## src/rtl/irq_seq_pkg.sv

```systemverilog
package irq_seq_pkg;

    typedef enum logic [2:0] {
        ST_IDLE,
        ST_PUSH_PC,
        ST_PUSH_SR,
        ST_VEC_RD,
        ST_POP_SR,
        ST_POP_PC,
        ST_COMMIT
    } seq_state_e;

    typedef enum logic [1:0] {
        ACT_NONE,
        ACT_TRAP,
        ACT_RET,
        ACT_IRQ
    } seq_act_e;

endpackage

```

## src/rtl/irq_seq_arb.sv

```systemverilog
module irq_seq_arb
    import irq_seq_pkg::*;
#(
    parameter int VEC_W  = 8,
    parameter int SR_W   = 16,
    parameter int IE_BIT = 0
) (
    input  logic             idle,
    input  logic             insn_done,
    input  logic             trap_req,
    input  logic [VEC_W-1:0] trap_num,
    input  logic             irq_req,
    input  logic [VEC_W-1:0] irq_num,
    input  logic             ret_req,
    input  logic [SR_W-1:0]  sr_i,
    output seq_act_e         act,
    output logic [VEC_W-1:0] vec
);

    logic boundary;
    assign boundary = idle && insn_done;

    always_comb begin
        act = ACT_NONE;
        vec = '0;
        if (boundary) begin
            if (trap_req) begin
                act = ACT_TRAP;
                vec = trap_num;
            end else if (ret_req) begin
                act = ACT_RET;
            end else if (irq_req && sr_i[IE_BIT]) begin
                act = ACT_IRQ;
                vec = irq_num;
            end
        end
    end

endmodule

```

## src/rtl/irq_seq_agen.sv

```systemverilog
module irq_seq_agen
    import irq_seq_pkg::*;
#(
    parameter int XLEN  = 32,
    parameter int VEC_W = 8
) (
    input  seq_state_e       st,
    input  logic [XLEN-1:0]  ksp,
    input  logic [XLEN-1:0]  tbase,
    input  logic [VEC_W-1:0] vec,
    output logic [XLEN-1:0]  addr
);

    localparam int          WORD_B = XLEN / 8;
    localparam int          SHIFT  = $clog2(WORD_B);
    localparam logic [XLEN-1:0] STEP = XLEN'(WORD_B);

    logic [XLEN-1:0] vec_off;
    assign vec_off = XLEN'(vec) << SHIFT;

    always_comb begin
        unique case (st)
            ST_PUSH_PC: addr = ksp - STEP;
            ST_PUSH_SR: addr = ksp - (STEP << 1);
            ST_VEC_RD:  addr = tbase + vec_off;
            ST_POP_SR:  addr = ksp;
            ST_POP_PC:  addr = ksp + STEP;
            default:    addr = ksp;
        endcase
    end

endmodule

```

## src/rtl/irq_seq.sv

```systemverilog
module irq_seq
    import irq_seq_pkg::*;
#(
    parameter int XLEN   = 32,
    parameter int SR_W   = 16,
    parameter int VEC_W  = 8,
    parameter int IE_BIT = 0
) (
    input  logic             clk,
    input  logic             rst_n,
    input  logic             insn_done,
    input  logic             trap_req,
    input  logic [VEC_W-1:0] trap_num,
    input  logic             irq_req,
    input  logic [VEC_W-1:0] irq_num,
    input  logic             ret_req,
    input  logic [XLEN-1:0]  pc_i,
    input  logic [SR_W-1:0]  sr_i,
    input  logic [XLEN-1:0]  ksp_i,
    input  logic [XLEN-1:0]  tbase_i,
    output logic             pc_wr_en,
    output logic [XLEN-1:0]  pc_wr_val,
    output logic             sr_wr_en,
    output logic [SR_W-1:0]  sr_wr_val,
    output logic             ksp_wr_en,
    output logic [XLEN-1:0]  ksp_wr_val,
    output logic             mem_req,
    output logic             mem_we,
    output logic [XLEN-1:0]  mem_addr,
    output logic [XLEN-1:0]  mem_wdata,
    input  logic [XLEN-1:0]  mem_rdata,
    input  logic             mem_ack,
    output logic             busy,
    output logic             take_irq,
    output logic             take_trap
);

    localparam logic [XLEN-1:0] FRAME   = XLEN'(2 * (XLEN / 8));
    localparam logic [SR_W-1:0] IE_MASK = SR_W'(1) << IE_BIT;

    typedef struct packed {
        seq_state_e       st;
        logic             is_ret;
        logic [VEC_W-1:0] vec;
        logic [XLEN-1:0]  spc;
        logic [SR_W-1:0]  ssr;
        logic [XLEN-1:0]  ksp;
        logic [XLEN-1:0]  tbase;
        logic [XLEN-1:0]  npc;
        logic [SR_W-1:0]  nsr;
        logic             tk_irq;
        logic             tk_trap;
    } seq_t;

    seq_t     r_q, r_d;
    seq_act_e act;
    logic [VEC_W-1:0] arb_vec;
    logic             idle;

    assign idle = (r_q.st == ST_IDLE);

    irq_seq_arb #(
        .VEC_W  (VEC_W),
        .SR_W   (SR_W),
        .IE_BIT (IE_BIT)
    ) u_arb (
        .idle      (idle),
        .insn_done (insn_done),
        .trap_req  (trap_req),
        .trap_num  (trap_num),
        .irq_req   (irq_req),
        .irq_num   (irq_num),
        .ret_req   (ret_req),
        .sr_i      (sr_i),
        .act       (act),
        .vec       (arb_vec)
    );

    irq_seq_agen #(
        .XLEN  (XLEN),
        .VEC_W (VEC_W)
    ) u_agen (
        .st    (r_q.st),
        .ksp   (r_q.ksp),
        .tbase (r_q.tbase),
        .vec   (r_q.vec),
        .addr  (mem_addr)
    );

    always_comb begin
        r_d         = r_q;
        r_d.tk_irq  = 1'b0;
        r_d.tk_trap = 1'b0;
        unique case (r_q.st)
            ST_IDLE: begin
                if (act != ACT_NONE) begin
                    r_d.spc     = pc_i;
                    r_d.ssr     = sr_i;
                    r_d.ksp     = ksp_i;
                    r_d.tbase   = tbase_i;
                    r_d.vec     = arb_vec;
                    r_d.is_ret  = (act == ACT_RET);
                    r_d.tk_irq  = (act == ACT_IRQ);
                    r_d.tk_trap = (act == ACT_TRAP);
                    r_d.st      = (act == ACT_RET) ? ST_POP_SR : ST_PUSH_PC;
                end
            end
            ST_PUSH_PC: begin
                if (mem_ack) r_d.st = ST_PUSH_SR;
            end
            ST_PUSH_SR: begin
                if (mem_ack) r_d.st = ST_VEC_RD;
            end
            ST_VEC_RD: begin
                if (mem_ack) begin
                    r_d.npc = mem_rdata;
                    r_d.nsr = r_q.ssr & ~IE_MASK;
                    r_d.st  = ST_COMMIT;
                end
            end
            ST_POP_SR: begin
                if (mem_ack) begin
                    r_d.nsr = mem_rdata[SR_W-1:0];
                    r_d.st  = ST_POP_PC;
                end
            end
            ST_POP_PC: begin
                if (mem_ack) begin
                    r_d.npc = mem_rdata;
                    r_d.st  = ST_COMMIT;
                end
            end
            ST_COMMIT: r_d.st = ST_IDLE;
            default:   r_d.st = ST_IDLE;
        endcase
    end

    always_ff @(posedge clk) begin
        if (!rst_n) begin
            r_q         <= '0;
            r_q.st      <= ST_IDLE;
        end else begin
            r_q <= r_d;
        end
    end

    assign busy      = !idle;
    assign take_irq  = r_q.tk_irq;
    assign take_trap = r_q.tk_trap;

    assign mem_req   = (r_q.st == ST_PUSH_PC) || (r_q.st == ST_PUSH_SR) ||
                       (r_q.st == ST_VEC_RD)  || (r_q.st == ST_POP_SR)  ||
                       (r_q.st == ST_POP_PC);
    assign mem_we    = (r_q.st == ST_PUSH_PC) || (r_q.st == ST_PUSH_SR);
    assign mem_wdata = (r_q.st == ST_PUSH_PC) ? r_q.spc : XLEN'(r_q.ssr);

    assign pc_wr_en   = (r_q.st == ST_COMMIT);
    assign sr_wr_en   = (r_q.st == ST_COMMIT);
    assign ksp_wr_en  = (r_q.st == ST_COMMIT);
    assign pc_wr_val  = r_q.npc;
    assign sr_wr_val  = r_q.nsr;
    assign ksp_wr_val = r_q.is_ret ? (r_q.ksp + FRAME) : (r_q.ksp - FRAME);


    mem_hold_chk: assert property (@(posedge clk) disable iff (!rst_n)
        (mem_req && !mem_ack) |=> (mem_req && $stable(mem_addr) &&
                                   $stable(mem_we) && $stable(mem_wdata)));


    take_excl_chk: assert property (@(posedge clk) disable iff (!rst_n)
        $onehot0({take_irq, take_trap}));


    no_start_chk: assert property (@(posedge clk) disable iff (!rst_n)
        (!busy && !insn_done) |=> !busy);


    ie_block_chk: assert property (@(posedge clk) disable iff (!rst_n)
        (!busy && insn_done && !trap_req && !ret_req && !sr_i[IE_BIT]) |=> !busy);


    commit_end_chk: assert property (@(posedge clk) disable iff (!rst_n)
        pc_wr_en |=> !busy);

endmodule

```

## config.mk

```make
export PLATFORM = sky130hd
export DESIGN_NAME = irq_seq
export DESIGN_NICKNAME = d
export VERILOG_FILES = /design/src/rtl/irq_seq_pkg.sv /design/src/rtl/irq_seq_arb.sv /design/src/rtl/irq_seq_agen.sv /design/src/rtl/irq_seq.sv
export SDC_FILE = /design/constraint.sdc
export NUM_CORES = 1
export LEC_CHECK = 0
export BUFFER_PORTS_ARGS = -buffer_cell sky130_fd_sc_hd__buf_4
export CAP_MARGIN = 10
export CORE_ASPECT_RATIO = 1.5
export CORE_UTILIZATION = 49
export CTS_CLUSTER_DIAMETER = 150
export DETAILED_ROUTE_END_ITERATION = 7
export PLACE_DENSITY = 0.74
export SYNTH_ARGS = -nofsm -noshare
export SYNTH_HDL_FRONTEND = slang
export SYNTH_SLANG_ARGS = --single-unit
export TNS_END_PERCENT = 20
```

## constraint.sdc

```tcl
create_clock -name clk -period 5.1 [get_ports clk]
set_clock_uncertainty 0.2 [all_clocks]
set_input_delay 0.765 -clock clk [delete_from_list [all_inputs] [get_ports clk]]
set_output_delay 0.765 -clock clk [all_outputs]
set_load 0.05 [all_outputs]
```

== Word-level counts from Yosys, hierarchy flattened ==
Cells that the tools add are included.
W data, S select, Z words.

* Bits in registers: 174
* Output and inout port bits: 152
* Bits of input ports: 167
* Word-level logic and storage cells: 72

* Equality and inequality tests: 16
* Reductions and logical operators: 17
* Add/subtract/negate cells: 5
* Multiplexer cells: 23

{| class="wikitable"
|+ Operators with widths
! kind !! number
|-
| $pmux W32 S4 || 1
|-
| $mux W124 || 1
|-
| $mux W32 || 3
|-
| $pmux W32 S2 || 1
|-
| $mux W48 || 1
|-
| $add A32 B10 Y32 || 1
|-
| $add A32 B3 Y32 const B || 1
|-
| $add A32 B4 Y32 const B || 1
|-
| $mux W8 || 4
|-
| $pmux W16 S2 || 1
|-
| $sub A32 B3 Y32 const B || 1
|-
| $sub A32 B4 Y32 const B || 1
|-
| $mux W16 || 1
|-
| $mux W3 || 5
|-
| $pmux W3 S5 || 1
|-
| $ne A2 B2 Y1 const B || 5
|-
| $eq A3 B3 Y1 const B || 3
|-
| $reduce_and A3 Y1 || 3
|-
| $mux W2 || 4
|-
| $eq A3 B2 Y1 const B || 2
|-
| $reduce_bool A2 Y1 || 3
|-
| $reduce_and A5 Y1 || 1
|-
| $eq A2 B2 Y1 const B || 2
|-
| $logic_or A1 B1 Y1 || 4
|-
| 8 further kinds || 10
|}

== Depth between registers and ports, before layout ==
* Depth after elaboration: 9
* Gate-level depth with buffers: 14
* Depth with buffers taken out: 10

== Modules after synthesis ==
From an unflattened synthesis, not the netlist that was laid out.

* Cell total of the unflattened synthesis: 1642
* Area total of the unflattened synthesis: 12682.2 µm²

{| class="wikitable"
|+ By module, submodules not included
! module !! seq. area each (µm²) !! area an instance (µm²) !! times used !! cells each
|-
| irq_seq || 3483.3 || 8844.7 || 1 || 1082
|-
| irq_seq_agen || 0.0 || 3643.5 || 1 || 537
|-
| irq_seq_arb || 0.0 || 193.9 || 1 || 23
|}

== Worst setup path before layout ==
Ideal clock, no wire load.

* Kind: reg2out
* Start point: register, netlist name r_q[171]
* End point: output mem_addr[25]
* Arrival time: 4842 ps
* Path slack: -707 ps
* Path buffers: 4
* Required time: 4135 ps
* Stages on the path, launching flop included: 15
* Cell sequence: dfxtp_1 -> clkbuf_1 -> nor2b_1 -> clkbuf_1 -> clkbuf_1 -> nand2_1 -> ha_1 -> clkbuf_1 -> a21oi_1 -> nor3_1 -> nor2_1 -> a31oi_1 -> mux2i_1 -> a211oi_1 -> o32ai_1

* Cells in the longest elaborated chain, start to end: 2
* Elaborated cells on any way between the ends: 5
* Classes of those cells: eq/ne: 4; mux: 1

{| class="wikitable"
|+ Ends and longest elaborated chain
! what !! RTL line !! RTL
|-
| $eq A3 B3 Y1, or another cell as far along || irq_seq_agen.sv:22 || <nowiki>unique case (st)</nowiki>
|-
| $pmux W32 S4 (*) || irq_seq_agen.sv:22 ||
|-
| end: declaration || irq_seq.sv:29 || <nowiki>output logic [XLEN-1:0] mem_addr,</nowiki>
|}

Mark *: on every way between the ends. The rest lies on a longest branch, timed or not.

== Worst setup path after layout ==
* Start point: register r_q[96] (netlist bit)
* End point: output mem_addr[31]

* Cells in the longest elaborated chain, start to end: 2
* Elaborated cells on any way between the ends: 4
* Classes of those cells: add/sub: 3; mux: 1

{| class="wikitable"
|+ Ends and longest elaborated chain
! what !! RTL line !! RTL
|-
| start: declaration || irq_seq.sv:55 || <nowiki>seq_t r_q, r_d;</nowiki>
|-
| start signal: assignment || irq_seq.sv:143 || <nowiki>r_q <= r_d;</nowiki>
|-
| $add A32 B3 Y32, or another cell as far along || irq_seq_agen.sv:27 || <nowiki>ST_POP_PC: addr = ksp + STEP;</nowiki>
|-
| $pmux W32 S4 (*) || irq_seq_agen.sv:22 ||
|}

Marked as above.

==> results.md <==
- Hold buffers post-CTS: 0
- Final HPWL DP: 30100 um
- CP bufs+invs: 1
- Pre-antenna DRT Iters: 6
- Final GP Congestion: 0.983
- CTS tree: yes
- Gr usage total: 0.320
- WHS Path Cells: 2
- Final setup fails: 0
- RR Startpoint: r_q[173]
- Initial Util: 0.503
- Period utilization: 0.944
- Setup Slack @ Placement: between 700 and 800 ps
- H-tree levels: 4
- Vias per cell: 5.80
- First-pass GRT wire length: 62800 um
- Root Buffer: clkbuf_16
- DIE AREA: 25200 um2
- Leakage: 6.42 nW
- CTS sink cnt: 174
- Post-DP Area: 14200 um2
- FF-to-FF End: r_q[148]
- Worst EP required: between 4000 and 5000 ps
- Crit. End Element: output port
- Final Critical Period: 4810 ps
- Number of global-route vias before repair: between 10000 and 15000
- Post-synthesis register bit count: 174
- PD cells: 399 nW/um2
- Setup Fix Bufs, Post-CTS: 0
- DRC: 0
- Worst-Skew Late Latency: 440 ps
- Initial antenna violation count: 1
- Most frequent cells in the layout: nand2_1, buf_4, dfxtp_1, a21boi_0, a21oi_1
- WS Path Type: register to output port
- Layout cells sized above 1: 0.227
- FF/Latch Area: between 3000 and 4000 um2
- Max-slew violations: 0
- Final hold viol count: 0
- Post-synth cell types: 68
- Setup_tns: 0 ps
- Nets: 2005
- Slowest CP cell: or4_1
- Total gr overflow: 0
- WL/cell: around 19 um
- Core ar.: 23900 um2
- Worst slew margin relative to its limit: 0.412
- Slew @ Worst Pin: approximately 880 ps
- Warning count from the yosys run: 0
- Critical Path Source Type: register
- Final non-filler cell area: 14800 um2
- Routed Antenna Nets: 0
- Multi-input gate area: approximately 7600 um2
- Cell Chain, Critical Path: or4_4 -> or4_1 -> or4_1 -> o311a_1 -> a21oi_2 -> nand3_1 -> or3_1 -> buf_4
- Clock Path Buffers: 2
- DR iter-0 viols: 898
- Die width: 130 um
- R2r worst-path depth: 7
- Critical path's most frequent cell: or4_1
- RSZ-0062 raised after global routing: false
- Wirelength, routed: 40500 um
- Crit path DAT: 3850 ps
- Seq/Total Area, Yosys: 0.290
- Hold Path End: r_q[150]
- Delay-heaviest family, CP: simple AND/OR/NAND/NOR gates
- Worst Hold Margin: roughly 260 ps
- Path type of the worst min-delay path: register to register
- # rows: 69
- Fillers: 2252
- Gate Count Post-Synth: ~1600
- Worst R2R Setup Slack: 2070 ps
- Most common cell after layout, fill and taps aside: nand2_1
- Hold_sp: r_q[150]
- Max Cap Viol: 0
- Pwr Total: 5.89 mW
- Final WS setup: approximately 290 ps
- Clock slew seen by the registers of the worst setup and hold paths: 70 ps
- Synthesized area: 12000 um2
- Status: finished, final reports clean
- Syn_area_per_cell: roughly 7.5 um2
- Post-synth EDFFs: 0
- Largest net degree at the start of global routing: 81
- Largest stage delay on the critical path: 680 ps
- Max Fanout on Critical Path: 15
- Vias: 12300
- Resize count post-CTS: 0
- F_max: 208 MHz
- Primary FF master, synth: dfxtp_1
- Synth-to-layout area growth: 22.8%
- Total CTS buffers: 17
- Syn_nets: 1824
- FFs w/ async S/R, synth: 0
- Input/output buffers: 318
- I/O pin cnt: between 300 and 400
- Die Span Y: 194 um
- Peak VDD IR: ~0.00027 V
## stage by stage
stage                     utilization  cells
after CTS                       0.617   2125
after global routing            0.617   2127
after global placement          0.593   2093
after detailed placement        0.593   2093
final                           0.617   2127
after floorplan                     -   1613
## cells in the mapped netlist, drive strengths merged (21+ instances only)
| library cell | number | area (um2) |
|---|---|---|
| a21boi | 147 | 1100 |
| a21o | 23 | 173 |
| a21oi | 66 | 334 |
| and3 | 29 | 181 |
| buf | 66 | 464 |
| clkbuf | 116 | 435 |
| dfxtp | 174 | 3480 |
| ha | 42 | 526 |
| inv | 24 | 90.1 |
| mux2i | 21 | 210 |
| nand2 | 378 | 1420 |
| nand3 | 38 | 190 |
| nor2 | 62 | 233 |
| nor3 | 34 | 170 |
| o211a | 21 | 210 |
| o21ai | 60 | 300 |
| xnor2 | 39 | 342 |
| xor2 | 37 | 324 |
## metal layers
metal / routed length (um) / GRT usage / vias to the layer above / part of all wire
met5: 0 / 0 / - / 0
met4: 1770 / 0.162 / 0 / 0.044
met3: 2730 / 0.0687 / 88 / 0.068
met2: 20100 / 0.556 / 494 / 0.50
met1: 15800 / 0.361 / 5776 / 0.39
li1: - / - / 5975 / -
## area by class of cell
class,count,share of cell area
Antenna cell,1,0.000170
Clock buffer,18,0.0291
Clock inverter,14,0.00992
Inverter,25,0.00636
Multi-Input combinational cell,1232,0.517
Sequential cell,174,0.236
Tap cell,319,0.0270
Timing Repair Buffer,344,0.175
## flip-flops by register name, summed over array words and instances, names as in the netlist
signal / flops
take_irq: 1
pc_wr_val: 32
r_q: 124
take_trap: 1
sr_wr_val: 16
## worst reg2reg max path, cell delays in order, from the launching register on
cell      delay, ps
dfxtp_1         340
buf_4           400
nor3_1          190
nand2_1         240
a21o_4          700
buf_4           580
nand2_1         120
a21boi_0        190
## how the worst max path moves through the flow
stage	startpoint	endpoint	slack, ps	depth (start not counted)
after floorplan	r_q[171]	mem_addr[12]	30	13
after CTS	r_q[171]	mem_addr[31]	250	12
after global placement	r_q[171]	mem_addr[31]	800	12
final	r_q[96]	mem_addr[31]	290	8
after detailed placement	r_q[171]	mem_addr[31]	730	12
after global routing	r_q[85]	mem_addr[31]	90	10
## where the power goes
part	total [mW]	switching (mW)	internal, mW
Clock	1.31	0.617	0.689
Sequential	1.61	0.141	1.47
Combinational	2.98	1.98	0.999
Total	5.89	2.74	3.16
## kinds of logic after synthesis
logic type | count (synthesis) | share of synthesized area
and+or+nand+nor | 641 | 0.238
buffers and inverters | 207 | 0.0826
AOI/OAI and AO/OA | 434 | 0.255
adders and majority gates | 44 | 0.0470
muxes | 37 | 0.0325
xor gates and xnor gates | 76 | 0.0554
DFF | 174 | 0.290
Power figures use the tool's default switching activity.
